**config.mk**
```make
export PLATFORM = sky130hd
export DESIGN_NAME = gpio_irq_ctrl
export DESIGN_NICKNAME = d
export VERILOG_FILES = /design/src/rtl/gpio_irq_pkg.sv /design/src/rtl/gpio_irq_sync.sv /design/src/rtl/gpio_irq_dbnc.sv /design/src/rtl/gpio_irq_port.sv /design/src/rtl/gpio_irq_ctrl.sv
export SDC_FILE = /design/constraint.sdc
export NUM_CORES = 1
export LEC_CHECK = 0
export ABC_AREA = 1
export BUFFER_PORTS_ARGS = -buffer_cell sky130_fd_sc_hd__buf_4
export CORE_AREA = 2 2 148 150
export CTS_BUF_LIST = sky130_fd_sc_hd__clkbuf_4
export DETAILED_ROUTE_END_ITERATION = 16
export DIE_AREA = 0 0 150 152
export PLACE_DENSITY_LB_ADDON = 0.3
export SLEW_MARGIN = 20
export SYNTH_ARGS = -nofsm -noshare
export SYNTH_HDL_FRONTEND = slang
export SYNTH_SLANG_ARGS = --single-unit
```
**constraint.sdc**
```tcl
create_clock -name clk_i -period 1.95 [get_ports clk_i]
set_input_delay 0.2925 -clock clk_i [delete_from_list [all_inputs] [get_ports clk_i]]
set_output_delay 0.2925 -clock clk_i [all_outputs]
set_load 0.01 [all_outputs]
```
**src/rtl/gpio_irq_pkg.sv**
```systemverilog
package gpio_irq_pkg;
  localparam int NUM_PORTS = 3;
  localparam int PORT_A = 0;
  localparam int PORT_B = 1;
  localparam int PORT_F = 2;
  localparam int REG_W = 3;

  typedef enum logic [REG_W-1:0] {
    REG_MODE = 3'd0,
    REG_POL  = 3'd1,
    REG_ACK  = 3'd2,
    REG_EN   = 3'd3,
    REG_DBNC = 3'd4,
    REG_STAT = 3'd5
  } reg_sel_e;
endpackage

```
**src/rtl/gpio_irq_sync.sv**
```systemverilog
module gpio_irq_sync #(
  parameter int W = 8
) (
  input  logic         clk_i,
  input  logic         rst_ni,
  input  logic [W-1:0] d_i,
  output logic [W-1:0] q_o
);
  logic [W-1:0] meta_q, sync_q;

  always_ff @(posedge clk_i or negedge rst_ni) begin
    if (!rst_ni) begin
      meta_q <= '0;
      sync_q <= '0;
    end else begin
      meta_q <= d_i;
      sync_q <= meta_q;
    end
  end

  assign q_o = sync_q;
endmodule

```
**src/rtl/gpio_irq_dbnc.sv**
```systemverilog
module gpio_irq_dbnc #(
  parameter int W        = 8,
  parameter int DBNC_LEN = 4
) (
  input  logic         clk_i,
  input  logic         rst_ni,
  input  logic         tick_i,
  input  logic [W-1:0] d_i,
  output logic [W-1:0] q_o
);
  localparam int CW = (DBNC_LEN > 2) ? $clog2(DBNC_LEN) : 1;
  localparam logic [CW-1:0] CNT_LAST = CW'(DBNC_LEN - 1);

  for (genvar i = 0; i < W; i++) begin : g_bit
    logic [CW-1:0] cnt_q;
    logic          lvl_q;

    always_ff @(posedge clk_i or negedge rst_ni) begin
      if (!rst_ni) begin
        cnt_q <= '0;
        lvl_q <= 1'b0;
      end else if (tick_i) begin
        if (d_i[i] != lvl_q) begin
          if (cnt_q == CNT_LAST) begin
            lvl_q <= d_i[i];
            cnt_q <= '0;
          end else begin
            cnt_q <= cnt_q + 1'b1;
          end
        end else begin
          cnt_q <= '0;
        end
      end
    end

    assign q_o[i] = lvl_q;
  end
endmodule

```
**src/rtl/gpio_irq_port.sv**
```systemverilog
module gpio_irq_port
  import gpio_irq_pkg::*;
#(
  parameter int LINES    = 8,
  parameter int DBNC_LEN = 4
) (
  input  logic             clk_i,
  input  logic             rst_ni,
  input  logic             wr_i,
  input  reg_sel_e         sel_i,
  input  logic [LINES-1:0] wdata_i,
  input  logic [LINES-1:0] pin_i,
  input  logic             tick_i,
  output logic [LINES-1:0] mode_o,
  output logic [LINES-1:0] pol_o,
  output logic [LINES-1:0] en_o,
  output logic [LINES-1:0] dbnc_o,
  output logic [LINES-1:0] status_o,
  output logic [LINES-1:0] edge_o
);
  logic [LINES-1:0] mode_q, pol_q, en_q, dbnc_q;
  logic [LINES-1:0] pin_db, filt, prev_q, edge_q;
  logic [LINES-1:0] rise, fall, hit, set_ev, ack, active;

  always_ff @(posedge clk_i or negedge rst_ni) begin
    if (!rst_ni) begin
      mode_q <= '0;
      pol_q  <= '0;
      en_q   <= '0;
      dbnc_q <= '0;
    end else if (wr_i) begin
      unique case (sel_i)
        REG_MODE: mode_q <= wdata_i;
        REG_POL:  pol_q  <= wdata_i;
        REG_EN:   en_q   <= wdata_i;
        REG_DBNC: dbnc_q <= wdata_i;
        default:  ;
      endcase
    end
  end

  gpio_irq_dbnc #(.W(LINES), .DBNC_LEN(DBNC_LEN)) u_dbnc (
    .clk_i  (clk_i),
    .rst_ni (rst_ni),
    .tick_i (tick_i),
    .d_i    (pin_i),
    .q_o    (pin_db)
  );

  assign filt = (dbnc_q & pin_db) | (~dbnc_q & pin_i);

  // previous level tracked always, so enabling or retyping never fakes an edge
  always_ff @(posedge clk_i or negedge rst_ni) begin
    if (!rst_ni) prev_q <= '0;
    else         prev_q <= filt;
  end

  assign rise   = filt & ~prev_q;
  assign fall   = ~filt & prev_q;
  assign hit    = (pol_q & rise) | (~pol_q & fall);
  assign set_ev = hit & mode_q & en_q;
  assign ack    = (wr_i && sel_i == REG_ACK) ? wdata_i : '0;

  // new event beats a simultaneous acknowledge
  always_ff @(posedge clk_i or negedge rst_ni) begin
    if (!rst_ni) edge_q <= '0;
    else         edge_q <= (edge_q & ~ack) | set_ev;
  end

  assign active   = ~(filt ^ pol_q);
  assign status_o = en_q & ((mode_q & edge_q) | (~mode_q & active));
  assign mode_o   = mode_q;
  assign pol_o    = pol_q;
  assign en_o     = en_q;
  assign dbnc_o   = dbnc_q;
  assign edge_o   = edge_q;
endmodule

```
**src/rtl/gpio_irq_ctrl.sv**
```systemverilog
module gpio_irq_ctrl
  import gpio_irq_pkg::*;
#(
  parameter int LINES    = 8,
  parameter int DBNC_DIV = 8,
  parameter int DBNC_LEN = 4
) (
  input  logic                       clk_i,
  input  logic                       rst_ni,
  input  logic                       we_i,
  input  logic [REG_W+1:0]           addr_i,
  input  logic [LINES-1:0]           wdata_i,
  output logic [LINES-1:0]           rdata_o,
  input  logic [NUM_PORTS*LINES-1:0] pins_i,
  output logic                       irq_ab_o,
  output logic [LINES-1:0]           irq_f_o
);
  localparam int ADDR_W = REG_W + 2;
  localparam int TOTAL  = NUM_PORTS * LINES;
  localparam int DIVW   = (DBNC_DIV > 2) ? $clog2(DBNC_DIV) : 1;
  localparam logic [DIVW-1:0] DIV_LAST = DIVW'(DBNC_DIV - 1);

  logic [DIVW-1:0] div_q;
  logic            tick;
  logic [TOTAL-1:0] pins_sync, en_all, mode_all, edge_all;
  logic [1:0]      addr_port;
  reg_sel_e        addr_reg;

  logic [LINES-1:0] mode_p [NUM_PORTS];
  logic [LINES-1:0] pol_p  [NUM_PORTS];
  logic [LINES-1:0] en_p   [NUM_PORTS];
  logic [LINES-1:0] dbnc_p [NUM_PORTS];
  logic [LINES-1:0] stat_p [NUM_PORTS];
  logic [LINES-1:0] edge_p [NUM_PORTS];

  assign addr_port = addr_i[ADDR_W-1:REG_W];
  assign addr_reg  = reg_sel_e'(addr_i[REG_W-1:0]);

  always_ff @(posedge clk_i or negedge rst_ni) begin
    if (!rst_ni)              div_q <= '0;
    else if (div_q == DIV_LAST) div_q <= '0;
    else                      div_q <= div_q + 1'b1;
  end
  assign tick = (div_q == DIV_LAST);

  gpio_irq_sync #(.W(TOTAL)) u_sync (
    .clk_i  (clk_i),
    .rst_ni (rst_ni),
    .d_i    (pins_i),
    .q_o    (pins_sync)
  );

  for (genvar p = 0; p < NUM_PORTS; p++) begin : g_port
    logic wr_sel;
    assign wr_sel = we_i && (addr_port == 2'(p));

    gpio_irq_port #(.LINES(LINES), .DBNC_LEN(DBNC_LEN)) u_port (
      .clk_i    (clk_i),
      .rst_ni   (rst_ni),
      .wr_i     (wr_sel),
      .sel_i    (addr_reg),
      .wdata_i  (wdata_i),
      .pin_i    (pins_sync[p*LINES +: LINES]),
      .tick_i   (tick),
      .mode_o   (mode_p[p]),
      .pol_o    (pol_p[p]),
      .en_o     (en_p[p]),
      .dbnc_o   (dbnc_p[p]),
      .status_o (stat_p[p]),
      .edge_o   (edge_p[p])
    );

    assign en_all[p*LINES +: LINES]   = en_p[p];
    assign mode_all[p*LINES +: LINES] = mode_p[p];
    assign edge_all[p*LINES +: LINES] = edge_p[p];
  end

  always_comb begin
    rdata_o = '0;
    for (int p = 0; p < NUM_PORTS; p++) begin
      if (addr_port == 2'(p)) begin
        unique case (addr_reg)
          REG_MODE: rdata_o = mode_p[p];
          REG_POL:  rdata_o = pol_p[p];
          REG_EN:   rdata_o = en_p[p];
          REG_DBNC: rdata_o = dbnc_p[p];
          REG_STAT: rdata_o = stat_p[p];
          default:  rdata_o = '0;
        endcase
      end
    end
  end

  assign irq_ab_o = |(stat_p[PORT_A] | stat_p[PORT_B]);
  assign irq_f_o  = stat_p[PORT_F];
endmodule

```
# Word level (Yosys, flattened, before mapping)
# Index checks and enable logic that the tools add are counted.
[classes] eq_ne=56 add_sub_neg=25 mux=58 n_reduce_logical=45 bitwise_logic=73
[ops] operator="$and 8x8->8" count=36
[ops] operator="$not 8->8" count=21
[ops] operator="$pmux 8 s5" count=3
[ops] operator="$or 8x8->8" count=13
[ops] operator="$mux 2" count=48
[ops] operator="$reduce_and 3->1" count=24
[ops] operator="$eq 2x2->1 const B" count=25
[ops] operator="$add 2x1->2 const B" count=24
[ops] operator="$mux 8" count=6
[ops] operator="$ne 1x1->1" count=24
[ops] operator="$reduce_and 2->1" count=12
[ops] operator="$xor 8x8->8" count=3
[ops] operator="$eq 3x3->1 const B" count=3
[ops] operator="$reduce_or 8->1" count=1
[ops] operator="$eq 3x2->1 const B" count=2
[ops] operator="$logic_and 1x1->1" count=6
[ops] operator="$add 3x1->3 const B" count=1
[ops] operator="$eq 3x1->1 const B" count=1
[ops] operator="$logic_not 3->1" count=1
[ops] operator="$mux 3" count=1
[ops] operator="$eq 2x1->1 const B" count=1
[ops] operator="$logic_not 2->1" count=1
[word_totals] regBits=267 output_inout_bits=17 elab_cells=326 input_bits=40

# Depth between registers and ports, before layout
[depth] depth_word=12 ltp_mapped=11 ltp_nobuf=11

# By module
# From an unflattened synthesis, not the netlist that was laid out.
[hier_totals] hier_cells=1826 hier_area_um2=14182.4
[by_module_without_submodules] mod="gpio_irq_port" instances=3 cells_each=326 seq_area_each_um2=1201.2 area_per_inst_um2=2469.9
[by_module_without_submodules] mod="gpio_irq_dbnc" instances=3 cells_each=159 seq_area_each_um2=600.6 area_per_inst_um2=1310.0
[by_module_without_submodules] mod="gpio_irq_ctrl" instances=1 cells_each=323 seq_area_each_um2=75.1 area_per_inst_um2=1641.6
[by_module_without_submodules] mod="gpio_irq_sync" instances=1 cells_each=48 seq_area_each_um2=1201.2 area_per_inst_um2=1201.2

# Worst setup path before layout
# Ideal clock, no wire load.
[synth_timing] kind="in2out" start="input addr_i[2]" end="output rdata_o[2]" stages=11 n_path_buf=2 arrival_ns=1.453 path_slack_ns=0.205 required_time_ns=1.657 cell_sequence="buf_2 > clkinv_2 > nand2_2 > nor2_4 > buf_2 > nand2_1 > o21ai_0 > nor2_1 > nand2_1 > nand2_1 > a21oi_1"
[synth_between] elab_chain_len=5 word_cells_on_any_way=11 classes_between="eq/ne (4); mux (6); reduce/logical (1)"
[synth_lines] item="start: declaration" line="gpio_irq_ctrl.sv:11" text="input logic [REG_W+1:0] addr_i,"
[synth_lines] item="$eq 3x3->1 (tied with other cells)" line="gpio_irq_ctrl.sv:82" text="unique case (addr_reg)"
[synth_lines] item="$pmux 8 s5" line="gpio_irq_ctrl.sv:82"
[synth_lines] item="$mux 8 (2 in a row)" line="gpio_irq_ctrl.sv:81" text="if (addr_port == 2'(p)) begin"
[synth_lines] item="$mux 8 *" line="gpio_irq_ctrl.sv:81"
[synth_lines] item="end: declaration" line="gpio_irq_ctrl.sv:13" text="output logic [LINES-1:0] rdata_o,"
# Mark *: on every way between the ends. The rest lies on a longest branch, timed or not.

# Final worst setup path
[layout_timing] start="register g_port[2].u_port.dbnc_q[1]" end="output rdata_o[1]"
[layout_between] elab_chain_len=10 word_cells_on_any_way=11 classes_between="mux (2); bitwise (9)"
[layout_lines] item="start: declaration" line="gpio_irq_port.sv:21" text="logic [LINES-1:0] mode_q, pol_q, en_q, dbnc_q;"
[layout_lines] item="start signal: assignment" line="gpio_irq_port.sv:36" text="REG_DBNC: dbnc_q <= wdata_i;"
[layout_lines] item="$not 8->8" line="gpio_irq_port.sv:50" text="assign filt = (dbnc_q & pin_db) | (~dbnc_q & pin_i);"
[layout_lines] item="$and 8x8->8" line="gpio_irq_port.sv:50"
[layout_lines] item="$or 8x8->8" line="gpio_irq_port.sv:50"
[layout_lines] item="$xor 8x8->8" line="gpio_irq_port.sv:70" text="assign active = ~(filt ^ pol_q);"
[layout_lines] item="$not 8->8" line="gpio_irq_port.sv:70"
[layout_lines] item="$and 8x8->8" line="gpio_irq_port.sv:71" text="assign status_o = en_q & ((mode_q & edge_q) | (~mode_q & active));"
[layout_lines] item="$or 8x8->8" line="gpio_irq_port.sv:71"
[layout_lines] item="$and 8x8->8" line="gpio_irq_port.sv:71"
[layout_lines] item="$pmux 8 s5 *" line="gpio_irq_ctrl.sv:82"
[layout_lines] item="$mux 8 *" line="gpio_irq_ctrl.sv:81"
# Marked as above.

==> metrics <==
grt ovf=0; Final Non-Filler Cells=2084; Die Ht=152 µm; Synth Area in Compound Gates=0.120; Area growth syn-to-layout=26.6%; period utilization=1.22; Req. time, crit path=1.66 ns; Post-Synth Adder-Cell Area=0.0260; most frequent cells after synthesis=476 x nand2_1, 267 x dfrtp_1, 175 x o21ai_0, 167 x inv_1, 162 x nand3_1; VDD IR max=0.000590 V; Initial Util=0.587; Top FF cell, synth=dfrtp_1; gpl congestion=0.940; layout cell share with drive strength beyond 1=0.269; Crit path largest cell delay=0.46 ns; clk sink count=267; starting DRC count in detailed routing=1012; worst-skew pair later-pin latency=0.71 ns; worst reg2reg path endpoint=g_port[2].u_port.u_dbnc.g_bit[0].cnt_q[1]; detailed placer's ending HPWL=20.8 mm; Cell Pwr Density=995 mW/mm²; synthesized area per cell=8.22 µm²; total wire length=33.7 mm; Worst R2R Path Depth=7; endpoint class of the critical path=output port; failing checks=setup timing; Worst Setup Start Kind=flop; count of unique library cells instantiated by Yosys=31; Syn Inst Count=1525; CTS Buffer Depth=3; port bufs=56; ys async rst share=1.00; drt wl/cell=16.2 µm; vias in the first global route=11.3k; Worst R2R Setup Slack=0.39 ns; layout net count=1814; leakage=7.75 nW; Area contributors post-synth=dfrtp_1 53%, nand2_1 14%, o21ai_0 7.0%; reg-to-reg startpoint=div_q[0]; post-synthesis sequential area ratio=0.533; site row count=54; cell area after synthesis=0.0125 mm²; drc violations=0; DRT Pass-1 Iters=6; largest net degree at the start of global routing=64; CP Cell Sequence=inv_2, nand2_2, nand3_4, nand3_2, nand2_2, nand2_1, nand2_1, nand2_2, a21oi_2, buf_4; Via density=5.57; Finished Core Util=0.743; Post-Synth XOR/XNOR Area=0.00839; final hold vios=0; status=complete, but fails checks; fraction of synthesized area in multiplexers=0.00989; Crit-path slowest cell=dfrtp_2; H-Tree Depth=3; CP max FO=4; # setup viols final=17; Ports=57; most frequent CP cell=nand2_2; Max-cap violations=0; Yosys warnings=0; antenna violations before repair=1; CTS tree=done; core area=0.0214 mm²; simple-gate share of the synthesized area=0.235; fillers=1535; number of synthesized register bits=267; vias post-DR=11.6k; kind of critical path=flop to output port; clk root buf=clkbuf_4; CTS Buf Count=74; syn nets=1591; DP Cell Count=1855; width of the die=150 µm; actual slew at the worst max-slew pin=0.726 ns; Max-slew headroom=0.515; Tmin final=2.37 ns; share of the synthesized area in the top cell type=0.533; Max Clock Skew=0.0489 ns; RSZ-0062 raised after global routing=true; worst setup margin=-0.423 ns; DRT antenna net count=0; arrival time at the worst endpoint=2.08 ns; combinational family with the most area after synthesis=simple AND/OR/NAND/NOR gates; clk slew on worst S/H paths=0.07 ns; Post-synth EDFFs=0; max-slew violation count=0; Hold Crit Class=input port to asynchronous set/reset pin; DIE AREA=0.0228 mm²; GRT Util Overall=0.292; dominant cell by count in the synthesized netlist=nand2_1; maximum clock rate=421 MHz; global-route wire length before repair=53.4 mm; post-synth top area cell=dfrtp_1
[final cells by class]
cell class	instances	area, µm²	share of cell area
sequential	267	6690	0.422
timing repair buffer	191	1700	0.107
inverter	173	651	0.0410
tap	280	350	0.0221
clock buffer	108	811	0.0511
clock inverter	22	164	0.0103
multi-input combinational	1041	5490	0.346
antenna	2	5.00	0.000315
[layer usage]
metal | routed length, µm | GRT usage | vias up
met5 | 0 | 0 | -
met4 | 1660 | 0.151 | 0
met3 | 2430 | 0.0610 | 143
met2 | 16200 | 0.467 | 557
met1 | 13400 | 0.377 | 5451
li1 | - | - | 5467
[cell usage in the layout, fill, tap and decap left out, drive strengths merged]
cell type / synthesis / routed
nand3: 162 / 162
nand3b: 3 / 3
inv: 172 / 174
diode: 0 / 2
o31ai: 11 / 11
clkbuf: 29 / 108
dfrtp: 267 / 267
nand4: 1 / 1
a21boi: 2 / 2
nor2: 52 / 52
nand2: 478 / 478
xor2: 12 / 12
mux2: 11 / 11
bufinv: 0 / 3
a21oi: 24 / 24
buf: 15 / 166
o2111ai: 7 / 7
o21ai: 211 / 211
clkinv: 1 / 18
o22ai: 12 / 12
or2: 12 / 12
nor3: 4 / 4
dlygate4sd3: 0 / 25
o21a: 13 / 13
ha: 26 / 26
[worst max path at each step]
stage,startpoint,depth (start not counted),endpoint
after floorplan,addr_i[2],11,rdata_o[2]
after global placement,addr_i[1],11,rdata_o[7]
after detailed placement,addr_i[1],10,rdata_o[5]
after CTS,g_port[1].u_port.dbnc_o[7],11,irq_ab_o
after global routing,g_port[2].u_port.dbnc_o[2],10,rdata_o[2]
final,g_port[2].u_port.dbnc_o[1],10,rdata_o[1]
[critical path: cells and delay by family (launching register included)]
family | cells | cell delay (ns)
compound gates | 1 | 0.16
simple gates | 7 | 0.52
buf+inv | 2 | 0.23
flops | 1 | 0.46
[what timing repair did]
item                                   4_1_cts  5_1_grt
hold buffers                                25        0
gates resized for setup                     95       99
setup endpoints to repair                   17       17
setup buffers                               47       28
endpoints found under the hold margin      291        0
pin swaps                                   45       37
[kinds of logic (layout without fill, tap and decap cells)]
group / after synthesis / count (layout)
AO/OA/AOI/OAI: 280 / 280
other: 0 / 2
adder cells (fa/ha/maj): 26 / 26
AND/OR/NAND/NOR: 712 / 712
multiplexers: 11 / 11
flip-flops: 267 / 267
XOR/XNOR: 12 / 12
buffers and inverters: 217 / 494
[where the power goes]
| group | internal (mW) | total [mW] | switching, mW | leakage [nW] |
|---|---|---|---|---|
| Clock | 2.93 | 5.32 | 2.38 | 0.579 |
| Combinational | 1.46 | 3.29 | 1.83 | 3.87 |
| Sequential | 6.39 | 7.18 | 0.791 | 3.30 |
| Total | 10.8 | 15.8 | 5.00 | 7.75 |
[flip-flops by register name (all words and copies together) (netlist names)]
| name | count |
|---|---|
| g_port.u_port.u_dbnc.g_bit.cnt_q | 48 |
| g_port.u_port.dbnc_o | 24 |
| g_port.u_port.edge_o | 24 |
| g_port.u_port.en_o | 24 |
| g_port.u_port.mode_o | 24 |
| g_port.u_port.pol_o | 24 |
| g_port.u_port.prev_q | 24 |
| g_port.u_port.u_dbnc.g_bit.lvl_q | 24 |
| u_sync.meta_q | 24 |
| u_sync.q_o | 24 |
| div_q | 3 |
[metrics by stage]
step	area [µm²]	hold WS [ns]	power (mW)	worst slack, ns	setup TNS (ns)
floorplan	12500	-0.00309	8.68	0.205	0
global placement	13500	0.240	9.52	-0.0344	-0.179
detailed placement	13500	0.245	9.66	-0.101	-0.494
CTS	15400	0.0928	15.5	-0.391	-4.34
global route	15900	0.122	16.7	-0.534	-6.16
finish	15900	0.109	15.8	-0.423	-4.57
Power figures use the tool's default switching activity.
